[src/rtl/hostmem_pkg.sv]
package hostmem_pkg;

    typedef enum logic [1:0] {
        ACC_IDLE = 2'd0,
        ACC_WAIT = 2'd1,
        ACC_RCAP = 2'd2,
        ACC_DONE = 2'd3
    } acc_state_e;

    typedef enum logic {
        STYLE_READY = 1'b0,
        STYLE_ACK   = 1'b1
    } bus_style_e;

    typedef struct packed {
        logic active;
        logic read;
    } strobe_t;

    function automatic strobe_t decode_strobe(bus_style_e style, logic cs_n,
                                              logic rd_n, logic wr_n);
        strobe_t s;
        if (style == STYLE_READY) begin
            s.active = !cs_n && (!rd_n || !wr_n);
            s.read   = !rd_n;
        end else begin
            s.active = !cs_n && !rd_n;
            s.read   = wr_n;
        end
        return s;
    endfunction

endpackage

[src/rtl/hostmem_strobe_dec.sv]
module hostmem_strobe_dec
    import hostmem_pkg::*;
(
    input  bus_style_e style,
    input  logic       cs_n,
    input  logic       rd_n,
    input  logic       wr_n,
    output strobe_t    stb
);
    always_comb stb = decode_strobe(style, cs_n, rd_n, wr_n);
endmodule

[src/rtl/hostmem_slot_grant.sv]
module hostmem_slot_grant (
    input  logic pending,
    input  logic target_vc,
    input  logic eng_busy,
    input  logic vc_idle,
    output logic grant
);
    logic slot_free;

    // The engine leaves the virtual channel store alone when it has no such connections
    always_comb begin
        slot_free = !eng_busy || (target_vc && vc_idle);
        grant     = pending && slot_free;
    end
endmodule

[src/rtl/hostmem_seq.sv]
module hostmem_seq
    import hostmem_pkg::*;
#(
    parameter int ADDR_W = 5,
    parameter int DATA_W = 8,
    localparam int OFS_W = ADDR_W - 1
) (
    input  logic              clk,
    input  logic              rst,
    input  strobe_t           stb,
    input  logic [ADDR_W-1:0] addr,
    input  logic [DATA_W-1:0] din,
    input  logic              vc_diag_en,
    input  logic              grant,
    input  logic [DATA_W-1:0] mem_rdata,
    output logic              pending,
    output logic              req_vc,
    output logic              done,
    output logic              mem_en,
    output logic              mem_we,
    output logic [OFS_W-1:0]  mem_addr,
    output logic [DATA_W-1:0] mem_wdata,
    output logic [DATA_W-1:0] rdata
);
    acc_state_e        state;
    logic              req_read;
    logic [OFS_W-1:0]  req_ofs;
    logic [DATA_W-1:0] req_wdata;
    logic              hit_vc;

    assign hit_vc = addr[ADDR_W-1];

    always_ff @(posedge clk) begin
        if (rst) begin
            state     <= ACC_IDLE;
            req_read  <= 1'b0;
            req_vc    <= 1'b0;
            req_ofs   <= '0;
            req_wdata <= '0;
            rdata     <= '0;
        end else begin
            unique case (state)
                ACC_IDLE: if (stb.active) begin
                    req_read  <= stb.read;
                    req_vc    <= hit_vc;
                    req_ofs   <= addr[OFS_W-1:0];
                    req_wdata <= din;
                    if (hit_vc && !vc_diag_en) begin
                        rdata <= '0;
                        state <= ACC_DONE;
                    end else begin
                        state <= ACC_WAIT;
                    end
                end
                ACC_WAIT: if (grant) state <= req_read ? ACC_RCAP : ACC_DONE;
                ACC_RCAP: begin
                    rdata <= mem_rdata;
                    state <= ACC_DONE;
                end
                ACC_DONE: if (!stb.active) state <= ACC_IDLE;
                default:  state <= ACC_IDLE;
            endcase
        end
    end

    always_comb begin
        pending   = (state == ACC_WAIT);
        done      = (state == ACC_DONE);
        mem_en    = pending && grant;
        mem_we    = !req_read;
        mem_addr  = req_ofs;
        mem_wdata = req_wdata;
    end
endmodule

[src/rtl/hostmem_arbiter.sv]
module hostmem_arbiter
    import hostmem_pkg::*;
#(
    parameter int ADDR_W = 5,
    parameter int DATA_W = 8,
    localparam int OFS_W = ADDR_W - 1
) (
    input  logic              clk,
    input  logic              rst,
    input  logic              bus_style_i,
    input  logic              host_cs_n,
    input  logic              host_rd_n,
    input  logic              host_wr_n,
    input  logic [ADDR_W-1:0] host_addr,
    input  logic [DATA_W-1:0] host_din,
    output logic [DATA_W-1:0] host_dout,
    output logic              host_doe,
    output logic              host_rdy,
    output logic              host_dtack_n,
    input  logic              eng_busy,
    input  logic              vc_diag_en,
    input  logic              vc_idle,
    output logic              mem_en,
    output logic              mem_we,
    output logic              mem_vc,
    output logic [OFS_W-1:0]  mem_addr,
    output logic [DATA_W-1:0] mem_wdata,
    input  logic [DATA_W-1:0] mem_rdata
);
    bus_style_e style_q;
    strobe_t    stb;
    logic       pending;
    logic       grant;
    logic       done;
    logic       req_vc;

    always_ff @(posedge clk) begin
        if (rst) style_q <= bus_style_e'(bus_style_i);
    end

    hostmem_strobe_dec u_dec (
        .style (style_q),
        .cs_n  (host_cs_n),
        .rd_n  (host_rd_n),
        .wr_n  (host_wr_n),
        .stb   (stb)
    );

    hostmem_slot_grant u_grant (
        .pending   (pending),
        .target_vc (req_vc),
        .eng_busy  (eng_busy),
        .vc_idle   (vc_idle),
        .grant     (grant)
    );

    hostmem_seq #(.ADDR_W(ADDR_W), .DATA_W(DATA_W)) u_seq (
        .clk        (clk),
        .rst        (rst),
        .stb        (stb),
        .addr       (host_addr),
        .din        (host_din),
        .vc_diag_en (vc_diag_en),
        .grant      (grant),
        .mem_rdata  (mem_rdata),
        .pending    (pending),
        .req_vc     (req_vc),
        .done       (done),
        .mem_en     (mem_en),
        .mem_we     (mem_we),
        .mem_addr   (mem_addr),
        .mem_wdata  (mem_wdata),
        .rdata      (host_dout)
    );

    always_comb begin
        mem_vc       = req_vc;
        host_doe     = !rst && stb.active && stb.read;
        host_rdy     = rst || (style_q != STYLE_READY) || !(stb.active && !done);
        host_dtack_n = rst || !((style_q == STYLE_ACK) && done);
    end
endmodule

[config.mk]
export PLATFORM = sky130hd
export DESIGN_NAME = hostmem_arbiter
export DESIGN_NICKNAME = d
export VERILOG_FILES = /design/src/rtl/hostmem_pkg.sv /design/src/rtl/hostmem_strobe_dec.sv /design/src/rtl/hostmem_slot_grant.sv /design/src/rtl/hostmem_seq.sv /design/src/rtl/hostmem_arbiter.sv
export SDC_FILE = /design/constraint.sdc
export NUM_CORES = 1
export LEC_CHECK = 0
export BUFFER_PORTS_ARGS = -buffer_cell sky130_fd_sc_hd__buf_2
export CAP_MARGIN = 5
export CORE_MARGIN = 8
export CORE_UTILIZATION = 40
export DETAILED_ROUTE_END_ITERATION = 12
export MAX_ROUTING_LAYER = met4
export PLACE_DENSITY = 0.71
export SLEW_MARGIN = 10
export SYNTH_ARGS = -nofsm -noshare
export SYNTH_HDL_FRONTEND = slang
export SYNTH_HIERARCHICAL = 1
export SYNTH_SLANG_ARGS = --single-unit
[constraint.sdc]
create_clock -name clk -period 3.1 [get_ports clk]
set_input_delay 0.62 -clock clk [delete_from_list [all_inputs] [get_ports clk]]
set_output_delay 0.62 -clock clk [all_outputs]
set_load 0.1 [all_outputs]
==> results.md <==
- Required time worst endpoint: 2.48 ns
- I/O pins: 56
- Routability cong.: between 0.8 and 0.9
- Crit path capture type: output pin
- Max-cap viol count: 0
- Via density: a little over 5
- Net Count, Synth: between 150 and 200
- Critical Path Max Stage Delay: roughly 0.46 ns
- Initial antenna violation count: 0
- Crit-path leading delay family: simple AND/OR/NAND/NOR gates
- Critical path's slowest cell: edfxtp_1
- Final Skew: 0.00667 ns
- CP max FO: 7
- Pin count of the biggest net entering global routing: 29
- Share of cells above drive strength 1: 32.4%
- Leak pwr: about 0.64 nW
- # diodes: 0
- Vias in the first global route: approximately 1200
- CP Class: reg2out
- # port buffers: 55
- Worst min-delay path class: reg2reg
- Ys Warns: 6
- Sum Neg Setup Slack: 0 ns
- Status: finished, final reports clean
- Mean cell area of the mapped netlist: roughly 8.4 sq um
- Reg clk slew, reported paths: ~0.14 ns
- Area of the core: between 2000 and 3000 sq um
- Vias: between 1000 and 1500
- Inserted Clock Buffers: 3
- Die Height: 68.9 microns
- Hold_buf cts: 0
- DP HPWL: 2410 microns
- Pre-Repair DR Iteration Count: 4
- Clock Latency Late Sink: 0.32 ns
- CP cell instances: o21a_1, nor2_1, or4b_1, buf_2
- Die Width: about 69 microns
- Unrepaired setup endpoints after global routing: false
- All-Layer GR Usage: about an eighth
- Std cell rows: 19
- Most frequent cells in the layout: buf_2 (55), nand2_1 (31), dfxtp_1 (24)
- Relative slew margins: approximately two thirds
- Yosys reg bits: 25
- Final Max Slew Viols: 0
- Clock Tree Root: clkbuf_4
- Final setup viols: 0
- Initial DRC count: 89
- Synthesized instance count: about 130
- Mapped cell area: about 1100 sq um
- CTS tree: built
- Register area share after synthesis: between 40% and 50%
- Pwr Total: 1.12 mW
- CTS Buffer Depth: 2
- Largest area contributor in the netlist: dfxtp_1
- Fin. Hold Viols: 0
- Buffers & Inverters on Critical Path: 1
- Min cycle time layout: between 2 and 3 ns
- # Post-CTS Setup Buffers: 0
- Drt wl/cell: between 10 and 15 microns
- Startpoint Class: flip-flop
- Post-CTS Resized: 0
- DRT antenna net count: 0
- Initial core utilization: around two fifths
- DIE AREA: 4740 sq um
- Max IR drop VDD: slightly above 0.4 mV
- Fin crit share: ~86%
- Area delta synth->final: 28.0%
- Power Dens Cells: between 700 and 800 nW/um^2
- Total Routed Length: 2990 microns
- Clock sink count: 25
- Area fraction of the dominant cell type after synthesis: 43.0%
- Most common cell after layout, fill and taps aside: buf_2
- Worst slew pin tran: between 0.5 and 0.6 ns
- Fill count: between 200 and 300
- Worst EP arrival: about 2 ns
- # nets final: 222
- H-tree levels: 1
- Grt ovf: 0
- F_max: approximately 0.37 GHz
- Synth top area cells: dfxtp_1 (43%), nand2_1 (10%), a21oi_1 (10%)
- DRC errors left: 0
- Library cells used by synthesis: 27
- First-pass GRT wire length: 4870 microns
stage by stage:
stage                     cell area (sq um)  setup WS (ns)  hold slack (ns)  utilization (%)  cells
after floorplan                        1120          0.493            0.436                -    133
after global placement                 1400          0.576            0.440             51.8    212
after detailed placement               1400          0.538            0.453             51.8    212
after CTS                              1430          0.417            0.461             52.8    216
after global routing                   1430          0.308            0.451             52.8    216
final                                  1430          0.425            0.467             52.8    216
state kept, by name, indices dropped and copies added, names as in the netlist:
signal	cells
u_seq/mem_addr	4
u_seq/req_read	1
u_seq/mem_wdata	8
style_q	1
u_seq/state	2
u_seq/req_vc	1
u_seq/rdata	8
worst paths after layout:
| check | start | endpoint | slack (ns) | depth (start not counted) |
|---|---|---|---|---|
| min reg2reg | u_seq/rdata[0] | u_seq/rdata[0] | 0.47 | 2 |
| min | u_seq/rdata[0] | u_seq/rdata[0] | 0.47 | 2 |
| max | style_q | host_rdy | 0.43 | 4 |
| max reg2reg | style_q | u_seq/state[0] | 1.25 | 5 |
cell usage after synthesis:
cell       n
and2_1     2
a311oi_1   2
or2_2      1
mux2i_1    2
o21ai_0    1
clkbuf_1   4
inv_1      3
o211ai_1   8
nand4b_1   1
nand2_1   31
a21boi_1   1
buf_2      3
edfxtp_1   1
a21oi_1   23
clkinv_1   1
a31oi_1    1
ha_1       6
a211oi_1   1
nand3b_1   1
nand2b_1   2
dfxtp_1   24
nand3_1    8
or4b_1     1
o21a_1     1
nor2b_1    1
nor2_1     1
and3b_1    2
layer usage:
layer	global-route usage, %	part of all wire [%]	up-vias
li1	-	-	565
met1	14.6	42	514
met2	23.2	48	39
met3	3.39	9.5	2
met4	3.76	0.33	0
met5	-	0	-
layout make-up:
type | count | area (sq um) | area share (%)
multi-input combinational | 97 | 563 | 39.3
sequential | 25 | 510 | 35.7
timing repair buffer | 55 | 275 | 19.2
tap | 31 | 38.8 | 2.71
clock buffer | 3 | 22.5 | 1.57
inverter | 4 | 15.0 | 1.05
clock inverter | 1 | 6.26 | 0.437
report_power, final:
group	switching, mW	leakage (nW)	internal, mW	total [mW]
clock network	0.0986	0.0183	0.0501	0.149
registers	0.0312	0.205	0.370	0.401
logic	0.451	0.421	0.123	0.574
tightest hold or removal path: stages (launching register included):
cell     delay, ns
dfxtp_1       0.33
nand3_1       0.06
a21oi_1       0.05
logic make-up after synthesis:
group                      after synthesis  synth area share [%]
adders and majority gates                6                  6.71
and+or+nand+nor                         51                  21.6
DFF                                     25                  45.6
AOI/OAI and AO/OA                       38                  20.2
buffers and inverters                   11                  4.03
muxes                                    2                  1.79
Power figures use the tool's default switching activity.
